<file path="src/rtl/gpio_irq_pkg.sv">
package gpio_irq_pkg;
  localparam int MAX_BANKS = 8;
  localparam int STAT_OFS  = 'h080;
  localparam int MSET_OFS  = 'h0A0;
  localparam int MCLR_OFS  = 'h0C0;

  typedef enum logic [1:0] {
    RK_NONE = 2'd0,
    RK_STAT = 2'd1,
    RK_MSET = 2'd2,
    RK_MCLR = 2'd3
  } reg_kind_e;
endpackage

</file>
<file path="src/rtl/irq_reg_decode.sv">
module irq_reg_decode
  import gpio_irq_pkg::*;
#(
  parameter int NUM_BANKS = 2,
  parameter int ADDR_W    = 12
) (
  input  logic [ADDR_W-1:0] addr,
  output reg_kind_e         kind,
  output logic [2:0]        bank
);
  localparam logic [ADDR_W-1:0] STAT_A = ADDR_W'(STAT_OFS);
  localparam logic [ADDR_W-1:0] MSET_A = ADDR_W'(MSET_OFS);
  localparam logic [ADDR_W-1:0] MCLR_A = ADDR_W'(MCLR_OFS);

  logic bank_ok;

  always_comb begin
    bank    = addr[4:2];
    bank_ok = (32'(addr[4:2]) < NUM_BANKS);
    kind    = RK_NONE;
    if (bank_ok) begin
      if (addr[ADDR_W-1:5] == STAT_A[ADDR_W-1:5])      kind = RK_STAT;
      else if (addr[ADDR_W-1:5] == MSET_A[ADDR_W-1:5]) kind = RK_MSET;
      else if (addr[ADDR_W-1:5] == MCLR_A[ADDR_W-1:5]) kind = RK_MCLR;
    end
  end
endmodule

</file>
<file path="src/rtl/irq_bank.sv">
module irq_bank #(
  parameter int PINS = 32
) (
  input  logic            clk,
  input  logic            rst,
  input  logic [PINS-1:0] evt_i,
  input  logic [PINS-1:0] stat_clr_i,
  input  logic [PINS-1:0] mask_set_i,
  input  logic [PINS-1:0] mask_clr_i,
  output logic [PINS-1:0] status_o,
  output logic [PINS-1:0] mask_o,
  output logic            irq_o
);
  logic [PINS-1:0] status_q, status_d;
  logic [PINS-1:0] mask_q, mask_d;
  logic            irq_q;

  // Event outranks a clear on the same bit; set outranks clear on the mask.
  always_comb begin
    status_d = (status_q & ~stat_clr_i) | evt_i;
    mask_d   = (mask_q & ~mask_clr_i) | mask_set_i;
  end

  always_ff @(posedge clk) begin
    if (rst) begin
      status_q <= '0;
      mask_q   <= '1;
      irq_q    <= 1'b0;
    end else begin
      status_q <= status_d;
      mask_q   <= mask_d;
      irq_q    <= |(status_d & ~mask_d);
    end
  end

  assign status_o = status_q;
  assign mask_o   = mask_q;
  assign irq_o    = irq_q;

  a_r1_reset_state: assert property (@(posedge clk) disable iff (rst)
    $past(rst) |-> (mask_q == '1 && status_q == '0 && !irq_q));

  a_r2_event_latches: assert property (@(posedge clk) disable iff (rst)
    (evt_i != '0) |=> ((status_q & $past(evt_i)) == $past(evt_i)));

  a_r3_sticky_unless_cleared: assert property (@(posedge clk) disable iff (rst)
    1'b1 |=> ((status_q & $past(status_q & ~stat_clr_i)) == $past(status_q & ~stat_clr_i)));

  a_r5_mask_set: assert property (@(posedge clk) disable iff (rst)
    (mask_set_i != '0) |=> ((mask_q & $past(mask_set_i)) == $past(mask_set_i)));

  a_r6_mask_clear: assert property (@(posedge clk) disable iff (rst)
    (mask_clr_i != '0 && mask_set_i == '0) |=> ((mask_q & $past(mask_clr_i)) == '0));

  a_r7_line_matches_state: assert property (@(posedge clk) disable iff (rst)
    irq_q == |(status_q & ~mask_q));
endmodule

</file>
<file path="src/rtl/irq_readback.sv">
module irq_readback
  import gpio_irq_pkg::*;
#(
  parameter int NUM_BANKS = 2,
  parameter int PINS      = 32
) (
  input  logic                      clk,
  input  logic                      rst,
  input  logic                      rd,
  input  reg_kind_e                 kind,
  input  logic [2:0]                bank,
  input  logic [NUM_BANKS*PINS-1:0] status_all,
  input  logic [NUM_BANKS*PINS-1:0] mask_all,
  output logic [PINS-1:0]           rdata
);
  logic [PINS-1:0] sel_d;
  logic [PINS-1:0] rdata_q;

  always_comb begin
    sel_d = '0;
    for (int b = 0; b < NUM_BANKS; b++) begin
      if (32'(bank) == b) begin
        case (kind)
          RK_STAT:          sel_d = status_all[b*PINS +: PINS];
          RK_MSET, RK_MCLR: sel_d = mask_all[b*PINS +: PINS];
          default:          sel_d = '0;
        endcase
      end
    end
  end

  always_ff @(posedge clk) begin
    if (rst)     rdata_q <= '0;
    else if (rd) rdata_q <= sel_d;
  end

  assign rdata = rdata_q;

  a_r8_unmapped_reads_zero: assert property (@(posedge clk) disable iff (rst)
    (rd && kind == RK_NONE) |=> (rdata_q == '0));
endmodule

</file>
<file path="src/rtl/gpio_irq_unit.sv">
module gpio_irq_unit
  import gpio_irq_pkg::*;
#(
  parameter int NUM_BANKS = 2,
  parameter int PINS      = 32,
  parameter int ADDR_W    = 12
) (
  input  logic                      clk,
  input  logic                      rst,
  input  logic [NUM_BANKS*PINS-1:0] evt_i,
  input  logic                      reg_wr,
  input  logic                      reg_rd,
  input  logic [ADDR_W-1:0]         reg_addr,
  input  logic [PINS-1:0]           reg_wdata,
  output logic [PINS-1:0]           reg_rdata,
  output logic [NUM_BANKS-1:0]      irq_o
);
  localparam int TOTAL = NUM_BANKS * PINS;

  reg_kind_e        kind;
  logic [2:0]       bank_sel;
  logic [TOTAL-1:0] status_all;
  logic [TOTAL-1:0] mask_all;

  irq_reg_decode #(.NUM_BANKS(NUM_BANKS), .ADDR_W(ADDR_W)) u_dec (
    .addr (reg_addr),
    .kind (kind),
    .bank (bank_sel)
  );

  for (genvar b = 0; b < NUM_BANKS; b++) begin : g_bank
    localparam logic [2:0] BIDX = 3'(b);
    logic            hit;
    logic [PINS-1:0] stat_clr, mset, mclr;

    always_comb begin
      hit      = reg_wr && (bank_sel == BIDX);
      stat_clr = (hit && kind == RK_STAT) ? reg_wdata : '0;
      mset     = (hit && kind == RK_MSET) ? reg_wdata : '0;
      mclr     = (hit && kind == RK_MCLR) ? reg_wdata : '0;
    end

    irq_bank #(.PINS(PINS)) u_bank (
      .clk        (clk),
      .rst        (rst),
      .evt_i      (evt_i[b*PINS +: PINS]),
      .stat_clr_i (stat_clr),
      .mask_set_i (mset),
      .mask_clr_i (mclr),
      .status_o   (status_all[b*PINS +: PINS]),
      .mask_o     (mask_all[b*PINS +: PINS]),
      .irq_o      (irq_o[b])
    );
  end

  irq_readback #(.NUM_BANKS(NUM_BANKS), .PINS(PINS)) u_rb (
    .clk        (clk),
    .rst        (rst),
    .rd         (reg_rd),
    .kind       (kind),
    .bank       (bank_sel),
    .status_all (status_all),
    .mask_all   (mask_all),
    .rdata      (reg_rdata)
  );

  initial begin
    a_r9_bank_limit: assert (NUM_BANKS >= 1 && NUM_BANKS <= MAX_BANKS);
  end
endmodule

</file>
<file path="config.mk">
export PLATFORM = sky130hd
export DESIGN_NAME = gpio_irq_unit
export DESIGN_NICKNAME = d
export VERILOG_FILES = /design/src/rtl/gpio_irq_pkg.sv /design/src/rtl/irq_reg_decode.sv /design/src/rtl/irq_bank.sv /design/src/rtl/irq_readback.sv /design/src/rtl/gpio_irq_unit.sv
export SDC_FILE = /design/constraint.sdc
export NUM_CORES = 1
export LEC_CHECK = 0
export BUFFER_PORTS_ARGS = -buffer_cell sky130_fd_sc_hd__buf_2
export CAP_MARGIN = 10
export CORE_AREA = 10 10 113 165
export CTS_BUF_LIST = sky130_fd_sc_hd__clkbuf_8
export CTS_CLUSTER_SIZE = 10
export DETAILED_ROUTE_END_ITERATION = 8
export DIE_AREA = 0 0 123 175
export PLACE_DENSITY_LB_ADDON = 0.2
export SLEW_MARGIN = 20
export SYNTH_ARGS = -nofsm -noshare
export SYNTH_HDL_FRONTEND = slang
export SYNTH_SLANG_ARGS = --single-unit
</file>
<file path="constraint.sdc">
create_clock -name clk -period 8.5 [get_ports clk]
set_input_delay 1.7 -clock clk [delete_from_list [all_inputs] [get_ports clk]]
set_output_delay 1.7 -clock clk [all_outputs]
set_load 0.005 [all_outputs]
</file>
==> results_tabular.tex <==
\begin{tabular}{lr}
\hline
Metric & Value \\
\hline
\multicolumn{2}{l}{\textbf{Synthesis}} \\
Post-Syn Area & 8418 µm² \\
Top post-synthesis cells by area & sky130\_fd\_sc\_hd\_\_dfxtp\_1 39\%, sky130\_fd\_sc\_hd\_\_a21oi\_1 5.9\%, sky130\_fd\_sc\_hd\_\_a22oi\_1 5.7\% \\
Cell variety after synth & around 60 \\
Cell with the most instances after synthesis & sky130\_fd\_sc\_hd\_\_dfxtp\_1 \\
Cell type with the highest aggregate area in the netlist & sky130\_fd\_sc\_hd\_\_dfxtp\_1 \\
Synth Net Count & roughly 1200 \\
Post-Synthesis Mean Instance Area & about 8.0 µm² \\
Number of enable-type register cells in the synthesized netlist & 0 \\
Post-Synthesis Cells & about 1100 \\
Most frequent cells after synthesis & 162 x sky130\_fd\_sc\_hd\_\_dfxtp\_1, 110 x sky130\_fd\_sc\_hd\_\_nand2\_1, 109 x sky130\_fd\_sc\_hd\_\_nor2\_1 \\
Count of warnings emitted by yosys & 0 \\
\#FFs+latches synth & 162 \\
Fraction of the yosys area taken by sequential cells & 0.3853 \\
Most used flip-flop cell after synthesis & sky130\_fd\_sc\_hd\_\_dfxtp\_1 \\
Async set-or-reset flop fraction in the synthesized netlist & 0 \\
Top cell type's share of synthesized area & 0.3853 \\
\multicolumn{2}{l}{\textbf{Power and ir drop}} \\
Proportion of power drawn by combinational gates & 0.108 \\
Internal power consumption & about 1.2 mW \\
Switching Share & 0.2573 \\
Clk network pwr share & 0.397 \\
Peak ir drop on the vdd network & 0.1118 mV \\
Lkg Pwr & 3.942 nW \\
Net switching component of the power & 0.4189 mW \\
Share of power burned in registers & 0.495 \\
Power per cell area & between 150 and 200 nW/µm² \\
\multicolumn{2}{l}{\textbf{Route}} \\
Routed length per instance & $\sim$22 µm \\
Routed WL & between 20 and 30 mm \\
Number of optimization iterations in the first detailed-route pass & 6 \\
Antenna Nets Post-Route & 0 \\
Vias after detailed routing & approximately 8900 \\
Drt first-iter violations & 1061 \\
Number of remaining DRC errors & 0 \\
Via count normalized by instance count & approximately 6.6 \\
\multicolumn{2}{l}{\textbf{Floorplan}} \\
Initial Utilization & 0.5388 \\
DIE AREA & between 20000 and 25000 µm² \\
DIE HEIGHT & around 180 µm \\
Core Box Area & $\sim$16000 µm² \\
Die boundary width & 123 µm \\
Row cnt & 56 \\
Top Ports & between 100 and 150 \\
\multicolumn{2}{l}{\textbf{Critical path}} \\
Kind of capture point of the worst setup path & flip-flop \\
Top cell family by delay on the critical path & simple AND/OR/NAND/NOR gates \\
Max Fanout on Critical Path & 19 \\
R2r endpoint & g\_bank[0].u\_bank.irq\_o \\
Buffers and inverters on the worst path & 1 \\
Cells along the critical path & buf\_2 > or4b\_1 > or4\_1 > o221ai\_1 > nand4\_1 > nor4\_1 > a41oi\_1 \\
FF-to-FF setup slack & about 6.6 ns \\
Worst path arrival time & between 5 and 6 ns \\
Critical path start-end classification & primary input to flip-flop \\
CP max stage delay & between 1 and 1.5 ns \\
Required @ worst endpoint & between 8 and 9 ns \\
Nature of the critical path startpoint & primary input \\
RR Startpoint & g\_bank[0].u\_bank.mask\_o[10] \\
Worst path slowest cell & sky130\_fd\_sc\_hd\_\_or4\_1 \\
R2R depth & 5 \\
\multicolumn{2}{l}{\textbf{Placed design}} \\
Routability congestion estimate & 0.8835 \\
Cell total after placement & 1314 \\
Estimated wirelength of the detail-placed design & around 19 mm \\
Buffers on Ports & approximately 140 \\
\multicolumn{2}{l}{\textbf{Finish}} \\
Filler cell count in the final layout & approximately 1500 \\
Multi-input combinational cell area & between 4000 and 5000 µm² \\
Combined flip-flop and latch cell area & 3243 µm² \\
Nets & roughly 1200 \\
Syn-to-layout area delta & 13.81\% \\
Fraction of final layout cells with drive strength greater than 1 & 0.1769 \\
Final non-filler cell total & $\sim$1400 \\
\multicolumn{2}{l}{\textbf{Clocking}} \\
Clock transition at the register clock pins on the worst setup and hold paths after CTS & 0.08 ns \\
H-tree depth & 4 \\
Post-cts sizing count & 0 \\
Clock buffer count from CTS & 17 \\
Number of buffers on the longest clock path & 2 \\
Root Buffer Master & sky130\_fd\_sc\_hd\_\_clkbuf\_8 \\
CTS tree & built \\
Buffers inserted during post-CTS setup optimization & 0 \\
Clock Sink Count & between 150 and 200 \\
CTS Hold Bufs & 0 \\
Clock latency on the worst-skew pair & 0.46 ns \\
\multicolumn{2}{l}{\textbf{Global routing}} \\
Wire length of the first global-routing pass & roughly 46 mm \\
Overall track demand over capacity in global routing & 0.2673 \\
Vias in the first global route & $\sim$8500 \\
Number of antenna violations at the first check in global routing & 4 \\
Maximum number of pins on one net before global-route repair & 87 \\
Overflow left after global routing & 0 \\
\multicolumn{2}{l}{\textbf{Timing}} \\
Total negative setup slack & 0 ns \\
Worst slack on hold paths & between 0.4 and 0.5 ns \\
Total count of hold-check failures in the final report & 0 \\
Least-Margin Pin Slew & about 1.0 ns \\
Setup clock skew after layout & slightly above 0.009 ns \\
Minimum period implied by the final worst setup slack & approximately 5 ns \\
Ratio of final minimum period to clock period & 0.5868 \\
Slew Viols, Final & 0 \\
Slew headroom & 0.3022 \\
RSZ-0062 raised after global routing & false \\
Timing-limited maximum frequency & around 200 MHz \\
Final number of setup-violating endpoints & 0 \\
\multicolumn{2}{l}{\textbf{Worst hold path}} \\
Cells on Worst Hold Path & 2 \\
Hold path endpoint & g\_bank[0].u\_bank.mask\_o[31] \\
Hold Crit Class & flip-flop to flip-flop \\
Startpoint of the lowest-slack hold path & g\_bank[0].u\_bank.mask\_o[31] \\
\multicolumn{2}{l}{\textbf{Run}} \\
Max-capacitance violation count & 0 \\
\multicolumn{2}{l}{\textbf{Outcome}} \\
Result of the run & finished, final reports clean \\
\hline
\end{tabular}
## worst max-delay path by stage
stage,from,endpoint,slack (ns),depth (start not counted)
2_1_floorplan,reg_wr,g_bank[0].u_bank.irq_o,4.59,9
3_3_place_gp,reg_addr[3],g_bank[0].u_bank.irq_o,3.08,7
3_5_place_dp,reg_addr[3],g_bank[0].u_bank.irq_o,3.06,7
4_1_cts,reg_addr[3],g_bank[0].u_bank.irq_o,3.56,7
5_1_grt,reg_addr[3],g_bank[0].u_bank.irq_o,3.43,7
6_report,reg_addr[3],g_bank[0].u_bank.irq_o,3.51,7
## cell families (layout without fill, tap and decap cells)
logic type | count (synthesis) | in the layout | synth area share
flops | 162 | 162 | 0.3853
buf+inv | 148 | 234 | 0.07164
compound gates | 422 | 422 | 0.3543
other cells | 0 | 5 | 0
xor+xnor | 1 | 1 | 0.001041
simple gates | 323 | 323 | 0.1877
## final cells by class
| cell class | instances | share of cell area |
|---|---|---|
| diodes | 5 | 0.001306 |
| well taps | 203 | 0.02651 |
| clock inverters | 9 | 0.01593 |
| repair buffers | 159 | 0.08750 |
| flip-flops and latches | 162 | 0.3385 |
| clock buffers | 22 | 0.03161 |
| multi-input cells | 746 | 0.4814 |
| inverters | 44 | 0.01724 |
## layout by cell type, fill, tap and decap left out, drive strengths merged, types with 6 or more instances in the layout
master and count:
dfxtp 162, buf 159, nand2 110, nor2 110, a21oi 99, a22oi 64, o221ai 48, inv 44
o21ai 36, nand4 28, a21boi 24, a211oi 22, clkbuf 22, a211o 21, a21o 19, o211ai 17
a221oi 14, o22ai 13, nor4 13, o2bb2ai 9, nand2b 8, and2 8, nor4b 7, a41oi 6
o211a 6
## metrics by stage
| stage | setup slack, ns | power [mW] | instance area (µm²) | utilization |
|---|---|---|---|---|
| after detailed placement | 3.061 | 0.9961 | 9112 | 0.5832 |
| after CTS | 3.557 | 1.628 | 9568 | 0.6123 |
| final | 3.512 | 1.628 | 9580 | 0.6131 |
| after global routing | 3.426 | 1.682 | 9575 | 0.6128 |
| after floorplan | 4.593 | 0.9193 | 8418 | - |
| after global placement | 3.078 | 0.9920 | 9112 | 0.5832 |
## registers in the layout, indices dropped and copies added (netlist names)
signal,cells
g_bank.u_bank.irq_o,2
g_bank.u_bank.mask_o,64
g_bank.u_bank.status_o,64
u_rb.rdata,32
## worst register-to-register path, delay by kind of cell, from the launching register on
| family | cells | cell delay, ns |
|---|---|---|
| AND/OR/NAND/NOR | 2 | 0.86 |
| AO/OA/AOI/OAI | 2 | 0.42 |
| flip-flops | 1 | 0.39 |
| buffers and inverters | 1 | 0.05 |
## metal layers
layer	vias to the layer above	wire [µm]	global-route usage
li1	4119	-	-
met2	487	14490	0.4376
met1	4205	10960	0.3129
met5	-	0	0
met4	0	1268	0.1538
met3	77	2729	0.05582
## power by group through the flow
| stage | combinational, mW | sequential, mW | clock [mW] |
|---|---|---|---|
| 2_1_floorplan | 0.0998 | 0.819 | 0 |
| 3_3_place_gp | 0.170 | 0.822 | 0 |
| 3_5_place_dp | 0.173 | 0.823 | 0 |
| 4_1_cts | 0.174 | 0.805 | 0.649 |
| 5_1_grt | 0.194 | 0.809 | 0.680 |
| 6_report | 0.177 | 0.805 | 0.647 |
Note: power is estimated with default switching activity, not from simulation.
